**src/rtl/trap_pkg.sv**
```systemverilog
// Shared encodings for the trap entry controller.
// Assumes privilege levels encoded U=0, S=1, M=3.
package trap_pkg;
    localparam logic [1:0] PRIV_U = 2'd0;
    localparam logic [1:0] PRIV_S = 2'd1;
    localparam logic [1:0] PRIV_M = 2'd3;

    localparam logic [2:0] DBG_WHY_SWBP = 3'd1;

    typedef enum logic [2:0] {
        RT_DBG_BRK   = 3'd0,   // already in debug, breakpoint
        RT_DBG_EXC   = 3'd1,   // already in debug, other trap
        RT_DBG_ENTER = 3'd2,   // breakpoint diverted into debug
        RT_SUP       = 3'd3,   // delegated to supervisor
        RT_MACH      = 3'd4    // handled in machine mode
    } route_e;
endpackage

```
**src/rtl/trap_router.sv**
```systemverilog
// Decides where a trap is taken.
// Priority: already-in-debug, breakpoint diverted to debug, supervisor
// delegation, machine. Assumes XLEN is a power of two.
module trap_router
    import trap_pkg::*;
#(
    parameter int XLEN     = 32,
    parameter int BRK_CODE = 3
) (
    input  logic [XLEN-1:0] cause,
    input  logic [1:0]      priv,
    input  logic            dbg_mode,
    input  logic            ebrk_m,
    input  logic            ebrk_s,
    input  logic            ebrk_u,
    input  logic [XLEN-1:0] medeleg,
    input  logic [XLEN-1:0] mideleg,
    output route_e          route,
    output logic            is_intr,
    output logic [XLEN-1:0] code
);
    localparam int CW = $clog2(XLEN);

    logic            is_brk;
    logic            brk_en;
    logic            code_small;
    logic [XLEN-1:0] dmask;
    logic            to_sup;

    // Classify the cause and look up the delegation bit.
    always_comb begin
        is_intr    = cause[XLEN-1];
        code       = {1'b0, cause[XLEN-2:0]};
        is_brk     = (cause == XLEN'(BRK_CODE));
        dmask      = is_intr ? mideleg : medeleg;
        code_small = ((code >> CW) == '0);
        to_sup     = (priv == PRIV_U || priv == PRIV_S) && code_small
                     && dmask[code[CW-1:0]];
        case (priv)
            PRIV_M:  brk_en = ebrk_m;
            PRIV_S:  brk_en = ebrk_s;
            PRIV_U:  brk_en = ebrk_u;
            default: brk_en = 1'b0;
        endcase
    end

    // Apply the routing priority.
    always_comb begin
        if (dbg_mode)             route = is_brk ? RT_DBG_BRK : RT_DBG_EXC;
        else if (is_brk && brk_en) route = RT_DBG_ENTER;
        else if (to_sup)          route = RT_SUP;
        else                      route = RT_MACH;
    end
endmodule

```
**src/rtl/trap_target.sv**
```systemverilog
// Computes the redirect address for a routed trap.
// Machine base has bit 0 cleared; bit 0 set plus an interrupt adds 4 x code.
module trap_target
    import trap_pkg::*;
#(
    parameter int              XLEN      = 32,
    parameter logic [XLEN-1:0] DBG_ENTRY = 'h800,
    parameter logic [XLEN-1:0] DBG_EXC   = 'h808
) (
    input  route_e          route,
    input  logic            is_intr,
    input  logic [XLEN-1:0] code,
    input  logic [XLEN-1:0] stvec,
    input  logic [XLEN-1:0] mtvec,
    output logic [XLEN-1:0] target
);
    logic [XLEN-1:0] m_base;
    logic [XLEN-1:0] m_off;

    // Machine handler base plus optional vector offset.
    always_comb begin
        m_base = {mtvec[XLEN-1:1], 1'b0};
        m_off  = (mtvec[0] && is_intr) ? (code << 2) : '0;
    end

    // Select the target by route.
    always_comb begin
        case (route)
            RT_DBG_BRK, RT_DBG_ENTER: target = DBG_ENTRY;
            RT_DBG_EXC:               target = DBG_EXC;
            RT_SUP:                   target = stvec;
            default:                  target = m_base + m_off;
        endcase
    end
endmodule

```
**src/rtl/trap_entry_ctrl.sv**
```systemverilog
// Trap entry step: on a one-cycle request, registers the redirect, the new
// privilege and the records for the selected mode, with one strobe per mode.
// Assumes the CSR file applies the strobes and supplies current state.
module trap_entry_ctrl
    import trap_pkg::*;
#(
    parameter int              XLEN      = 32,
    parameter logic [XLEN-1:0] DBG_ENTRY = 'h800,
    parameter logic [XLEN-1:0] DBG_EXC   = 'h808
) (
    input  logic            clk,
    input  logic            rst_n,
    input  logic            trap_valid,
    input  logic [XLEN-1:0] trap_cause,
    input  logic [XLEN-1:0] trap_tval,
    input  logic [XLEN-1:0] cur_pc,
    input  logic [1:0]      cur_priv,
    input  logic            dbg_mode,
    input  logic            ebrk_m,
    input  logic            ebrk_s,
    input  logic            ebrk_u,
    input  logic            st_sie,
    input  logic            st_mie,
    input  logic [XLEN-1:0] medeleg,
    input  logic [XLEN-1:0] mideleg,
    input  logic [XLEN-1:0] stvec,
    input  logic [XLEN-1:0] mtvec,
    output logic            pc_load,
    output logic [XLEN-1:0] pc_next,
    output logic [1:0]      priv_next,
    output logic            wr_s,
    output logic            wr_m,
    output logic            wr_dbg,
    output logic [XLEN-1:0] rec_cause,
    output logic [XLEN-1:0] rec_epc,
    output logic [XLEN-1:0] rec_tval,
    output logic            upd_pie,
    output logic [1:0]      upd_pp,
    output logic [2:0]      dbg_why,
    output logic            resv_clr
);
    route_e          route;
    logic            is_intr;
    logic [XLEN-1:0] code;
    logic [XLEN-1:0] target;

    trap_router #(.XLEN(XLEN)) u_router (
        .cause    (trap_cause),
        .priv     (cur_priv),
        .dbg_mode (dbg_mode),
        .ebrk_m   (ebrk_m),
        .ebrk_s   (ebrk_s),
        .ebrk_u   (ebrk_u),
        .medeleg  (medeleg),
        .mideleg  (mideleg),
        .route    (route),
        .is_intr  (is_intr),
        .code     (code)
    );

    trap_target #(.XLEN(XLEN), .DBG_ENTRY(DBG_ENTRY), .DBG_EXC(DBG_EXC)) u_target (
        .route   (route),
        .is_intr (is_intr),
        .code    (code),
        .stvec   (stvec),
        .mtvec   (mtvec),
        .target  (target)
    );

    // Strobes: pulse for one cycle per accepted request.
    always_ff @(posedge clk) begin
        if (!rst_n) begin
            pc_load  <= 1'b0;
            wr_s     <= 1'b0;
            wr_m     <= 1'b0;
            wr_dbg   <= 1'b0;
            resv_clr <= 1'b0;
        end else begin
            pc_load  <= trap_valid;
            wr_s     <= trap_valid && route == RT_SUP;
            wr_m     <= trap_valid && route == RT_MACH;
            wr_dbg   <= trap_valid && route == RT_DBG_ENTER;
            resv_clr <= trap_valid && (route == RT_SUP || route == RT_MACH);
        end
    end

    // Data: captured on a request, held otherwise.
    always_ff @(posedge clk) begin
        if (!rst_n) begin
            pc_next   <= '0;
            priv_next <= PRIV_M;
            rec_cause <= '0;
            rec_epc   <= '0;
            rec_tval  <= '0;
            upd_pie   <= 1'b0;
            upd_pp    <= PRIV_U;
            dbg_why   <= '0;
        end else if (trap_valid) begin
            pc_next <= target;
            case (route)
                RT_SUP: begin
                    priv_next <= PRIV_S;
                    rec_cause <= trap_cause;
                    rec_epc   <= cur_pc;
                    rec_tval  <= trap_tval;
                    upd_pie   <= st_sie;
                    upd_pp    <= cur_priv;
                end
                RT_MACH: begin
                    priv_next <= PRIV_M;
                    rec_cause <= trap_cause;
                    rec_epc   <= cur_pc;
                    rec_tval  <= trap_tval;
                    upd_pie   <= st_mie;
                    upd_pp    <= cur_priv;
                end
                RT_DBG_ENTER: begin
                    priv_next <= PRIV_M;
                    rec_epc   <= cur_pc;
                    upd_pp    <= cur_priv;
                    dbg_why   <= DBG_WHY_SWBP;
                end
                default: priv_next <= cur_priv;
            endcase
        end
    end
endmodule

```
**config.mk**
```make
export PLATFORM = sky130hd
export DESIGN_NAME = trap_entry_ctrl
export DESIGN_NICKNAME = d
export VERILOG_FILES = /design/src/rtl/trap_pkg.sv /design/src/rtl/trap_router.sv /design/src/rtl/trap_target.sv /design/src/rtl/trap_entry_ctrl.sv
export SDC_FILE = /design/constraint.sdc
export NUM_CORES = 1
export LEC_CHECK = 0
export BUFFER_PORTS_ARGS = -buffer_cell sky130_fd_sc_hd__buf_2
export CAP_MARGIN = 20
export CORE_AREA = 3 3 144 146
export DETAILED_ROUTE_END_ITERATION = 10
export DIE_AREA = 0 0 147 149
export HOLD_SLACK_MARGIN = 0.08
export PLACE_DENSITY_LB_ADDON = 0.15
export SETUP_SLACK_MARGIN = 0.15
export SYNTH_ARGS = -nofsm -noshare
export SYNTH_HDL_FRONTEND = slang
export SYNTH_HIERARCHICAL = 1
export SYNTH_SLANG_ARGS = --single-unit
```
**constraint.sdc**
```tcl
create_clock -name clk -period 8.4 [get_ports clk]
set_input_delay 0.42 -clock clk [delete_from_list [all_inputs] [get_ports clk]]
set_output_delay 0.42 -clock clk [all_outputs]
set_load 0.02 [all_outputs]
```
==> results of run 1 <==
## metrics by stage
stage / cells / instance area, µm² / worst slack (ns) / hold slack, ns / util, %
after global routing: 1574 / 10900 / 4.00 / 0.226 / 55.8
after CTS: 1572 / 10900 / 4.10 / 0.206 / 55.7
after detailed placement: 1540 / 10300 / 3.64 / 0.447 / 52.5
after global placement: 1540 / 10300 / 3.70 / 0.439 / 52.5
after floorplan: 1014 / 8680 / 5.14 / 0.533 / -
final: 1577 / 10900 / 4.29 / 0.231 / 55.8
## final timing paths
| check | startpoint | to | slack, ns | cells past startpoint |
|---|---|---|---|---|
| setup reg to reg | priv_next[0] | priv_next[0] | 7.44 | 2 |
| hold reg to reg | rec_epc[4] | rec_epc[4] | 0.46 | 2 |
| hold / removal | cur_pc[15] | rec_epc[15] | 0.23 | 3 |
| setup / recovery | trap_cause[20] | rec_tval[4] | 4.29 | 10 |
## area by class of cell
type | instances | area share (%)
Inverter | 13 | 0.459
Tap cell | 265 | 3.04
Clock buffer | 17 | 3.90
Antenna cell | 4 | 0.0918
Clock inverter | 15 | 1.69
Sequential cell | 139 | 25.5
Multi-Input combinational cell | 742 | 47.4
Timing Repair Buffer | 382 | 17.9
## registers in the layout (all words and copies together) (netlist names)
| signal | count |
|---|---|
| rec_cause | 32 |
| dbg_why | 1 |
| wr_s | 1 |
| priv_next | 2 |
| resv_clr | 1 |
| pc_next | 32 |
| wr_m | 1 |
| upd_pp | 2 |
| pc_load | 1 |
| upd_pie | 1 |
| rec_tval | 32 |
| rec_epc | 32 |
| wr_dbg | 1 |
## power by group
| group | leakage [nW] | total (mW) | internal [mW] | switching [mW] |
|---|---|---|---|---|
| combinational | 3.74 | 0.353 | 0.150 | 0.203 |
| sequential | 1.13 | 0.696 | 0.685 | 0.0117 |
| clock | 0.291 | 0.768 | 0.426 | 0.342 |
## placed cells by master, fill, tap and decap left out, drive strengths merged, types with 26 or more instances in the layout
master  instances
a21oi         105
a22o           26
and3           35
buf           382
dfxtp         139
ha             29
mux2i          74
nand2          94
nand3          77
nor2           56
o211ai         67
o21ai          28
## routing by layer
layer  up-vias  global-route usage [%]  wire (µm)  part of all wire (%)
li1       4244                       -          -                     -
met1      4037                    33.2      12500                    44
met2       318                    40.3      13400                    47
met3        34                    7.11       2240                   7.8
met4         0                    7.32        546                   1.9
met5         -                       0          0                     0
## worst min-delay path, cell delays in order
cell and delay [ns]:
buf_2 0.09, nand2_1 0.04, mux2i_1 0.05
==> flow_metrics.tcl, run 1 <==
set metrics [dict create \
    maxCapViolations 0 \
    netlist_area_um2 8680 \
    dieArea_um2 21900 \
    seq_area_um2 2780 \
    grt_max_degree 100 \
    cts.path.max_buffers 2 \
    fillerInstances 1934 \
    critical_path.startpoint_type "input port" \
    cts_buffers 17 \
    netlist_instances 1013 \
    period_minus_slack_ns 4.11 \
    crit_arrival_ns 4.45 \
    clk_latency_ns 0.42 \
    grt_remaining_overflow 0 \
    path_buf_inv 2 \
    powerDensity_nw_per_um2 167 \
    drtAntennaViolNets 0 \
    finalSetupTns_ns 0 \
    first_global_vias 8257 \
    drive_gt1_share_pct 34.6 \
    wl_um 28700 \
    nNetsFinal 1560 \
    drtIter0Drc 496 \
    rows 51 \
    finalCritPeriodShare_pct 48.9 \
    dr_total_vias 8633 \
    cts_resized 0 \
    max_slew_margin_pct 22.9 \
    cp_max_fo 40 \
    crit_type "input port to flip-flop" \
    p_leak_nw 5.16 \
    dieHeight_um 149 \
    path_clk_slew_ns 0.07 \
    setup_viol 0 \
    cts_hold_buf 0 \
    syn_area_per_cell_um2 8.57 \
    worstPathRequired_ns 8.74 \
    clock-root-buffer "clkbuf_16" \
    cts_sinks 139 \
    slowest_delay_ns 0.81 \
    grt_pass1_wl_um 44800 \
    dr.pass1.iters 7 \
    hold_viol 0 \
    cp_cell_sequence "buf_2, nor4_1, nand4b_1, nor3_1, nand4_1, a31oi_1, and3b_2, buf_4, o211ai_1, a21oi_1" \
    cts_tree "yes" \
    rsz0062_at_grt "false" \
    yosys_warnings 6 \
    coreArea_um2 19500 \
    vdd_ir_drop_max_mv 0.129 \
    status "completed" \
    tightestPinTransition_ns 1.16 \
    viasPerCell 5.47 \
    routedWlPerCell_um 18.2 \
    io_pins 376 \
    drc 0 \
    place_congestion 0.942 \
    htreeDepth 4 \
    syn2layout_area_growth_pct 25.5 \
    cp_top_family "simple AND/OR/NAND/NOR gates" \
    fin_worst_skew_ns 0 \
    grt_usage_pct 25.1 \
    worstHoldPathType "input port to flip-flop" \
    post_cts_buffers 0 \
    slew_viol_final 0 \
    port_buffers 373 \
    crit_slowest_cell "nor4_1" \
    crit_path_end_kind "flip-flop" \
    place.detailed.hpwl_um 21000 \
    max_freq_mhz 243 \
    antenna_found_initial 1 \
    power_mw 1.82 \
    multi_input_area_um2 5160 \
    die_w_um 147 \
    initial_core_util_pct 44.5 \
]
(Power assumes the default switching activity.)
==> inputs of run 2 (changes only) <==
--- a/config.mk
+++ b/config.mk
@@ -7,9 +7,9 @@
 export LEC_CHECK = 0
 export BUFFER_PORTS_ARGS = -buffer_cell sky130_fd_sc_hd__buf_2
 export CAP_MARGIN = 20
-export CORE_AREA = 3 3 144 146
+export CORE_MARGIN = 3
+export CORE_UTILIZATION = 44
 export DETAILED_ROUTE_END_ITERATION = 10
-export DIE_AREA = 0 0 147 149
 export HOLD_SLACK_MARGIN = 0.08
 export PLACE_DENSITY_LB_ADDON = 0.15
 export SETUP_SLACK_MARGIN = 0.15
==> constraint.sdc (replaced) <==
create_clock -name clk -period 3.45 [get_ports clk]
set_input_delay 0.1725 -clock clk [delete_from_list [all_inputs] [get_ports clk]]
set_output_delay 0.1725 -clock clk [all_outputs]
set_load 0.02 [all_outputs]
==> flow_metrics.tcl, run 2 (same netlist as run 1, synthesis figures left out) <==
set metrics [dict create \
    antenna_found_initial 0 \
    power_mw 4.45 \
    place.detailed.hpwl_um 21600 \
    critical_path.startpoint_type "input port" \
    max_freq_mhz 310 \
    diodes 0 \
    clk_latency_ns 0.42 \
    viasPerCell 5.52 \
    initial_core_util_pct 45.6 \
    maxCapViolations 0 \
    rsz0062_at_grt "false" \
    slowest_delay_ns 0.55 \
    drive_gt1_share_pct 33.3 \
    startpoint "trap_cause[5]" \
    cp_cell_sequence "dlygate4sd3_1, buf_2, nor4_1, nand4_1, nor3_1, nand4_1, a31oi_1, buf_4, inv_1, nor3b_2, buf_12, nor2b_1, a21oi_1, mux2i_1, nor2_1" \
    tightestPinTransition_ns 0.664 \
    status "completed" \
    cp_max_fo 32 \
    worstHoldPathType "input port to flip-flop" \
    cts_tree "yes" \
    hold_viol 0 \
    dieArea_um2 21500 \
    grt_pass1_wl_um 48500 \
    vdd_ir_drop_max_mv 0.302 \
    port_buffers 373 \
    crit_slowest_cell "dlygate4sd3_1" \
    rows 50 \
    dieHeight_um 146 \
    dr_total_vias 9276 \
    period_minus_slack_ns 3.22 \
    slew_viol_final 0 \
    clock-root-buffer "clkbuf_16" \
    final_common_cell "buf_2" \
    finalCritPeriodShare_pct 93.4 \
    grt_remaining_overflow 0 \
    io_pins 376 \
    cts.path.max_buffers 2 \
    grt_max_degree 74 \
    dr.pass1.iters 5 \
    coreArea_um2 19000 \
    syn2layout_area_growth_pct 38.5 \
    cp_top_family "simple AND/OR/NAND/NOR gates" \
    finalSetupTns_ns 0 \
    worstPathRequired_ns 3.72 \
    crit-reg2reg-launch "priv_next[0]" \
    htreeDepth 4 \
    drtIter0Drc 543 \
    final_cells 1681 \
    fin_worst_skew_ns 0 \
    worstHoldStart "stvec[31]" \
    post_cts_buffers 0 \
    crit_path_end_kind "flip-flop" \
    drtAntennaViolNets 0 \
    layout_common_cells "buf_2, dfxtp_1, a21oi_1" \
    wl_um 30700 \
    routedWlPerCell_um 18.2 \
    grt_usage_pct 27.5 \
    path_buf_inv 5 \
    first_global_vias 9088 \
    max_slew_margin_pct 55.8 \
    crit_arrival_ns 3.49 \
    place_congestion 0.946 \
    path_clk_slew_ns 0.07 \
    cts_buffers 17 \
    crit_type "input port to flip-flop" \
    setup_viol 0 \
    dp.cells 1555 \
    drc 0 \
    powerDensity_nw_per_um2 370 \
    cpMostUsedCell "nand4_1" \
    die_w_um 146 \
    nNetsFinal 1673 \
    p_leak_nw 5.66 \
    cts_sinks 139 \
]
[run 2: power breakdown]
part | total, mW | internal [mW] | switching, mW | leakage, nW
sequential | 1.70 | 1.67 | 0.0315 | 1.13
combinational | 0.971 | 0.447 | 0.524 | 4.25
clock | 1.78 | 0.968 | 0.812 | 0.275
[run 2: final timing paths]
check	endpoint	slack, ns	cells after the start
worst max-delay path	pc_next[11]	0.23	15
worst min-delay path	pc_next[31]	0.10	4
worst max register to register	priv_next[0]	2.48	2
worst min register to register	rec_epc[21]	0.45	2
[run 2: per-layer routing]
metal,global-route usage [%],vias up,wire (µm)
met5,0,-,0
met4,9.97,0,867
met3,6.80,67,2480
met2,44.7,443,14600
met1,35.5,4293,12700
li1,-,4473,-
[run 2: timing repair]
action / 4_1_cts / 5_1_grt
hold endpoints to repair: 94 / 0
gates resized for setup: 0 / 2
hold buffers: 94 / 0
endpoints found under the setup margin: 0 / 22
[run 2: cell type report]
class	instances	area [µm²]
flip-flops and latches	139	2780
clock buffers	18	439
clock inverters	14	129
fillers	1703	7000
repair buffers	495	3120
multi-input cells	742	5180
well taps	260	325
inverters	13	50.0
[run 2: tightest hold or removal path, cell delays in order]
cell,delay [ns]
buf_2,0.08
a211o_1,0.10
mux2i_1,0.06
nor2_1,0.07
[run 2: per-stage QoR]
step	hold slack [ns]	util, %	cell area [µm²]	setup slack, ns
2_1_floorplan	0.315	-	8680	0.440
3_3_place_gp	0.419	55.2	10500	0.230
3_5_place_dp	0.429	55.2	10500	0.135
4_1_cts	0.0864	63.2	12000	0.270
5_1_grt	0.106	63.2	12000	0.140
6_report	0.100	63.2	12000	0.229
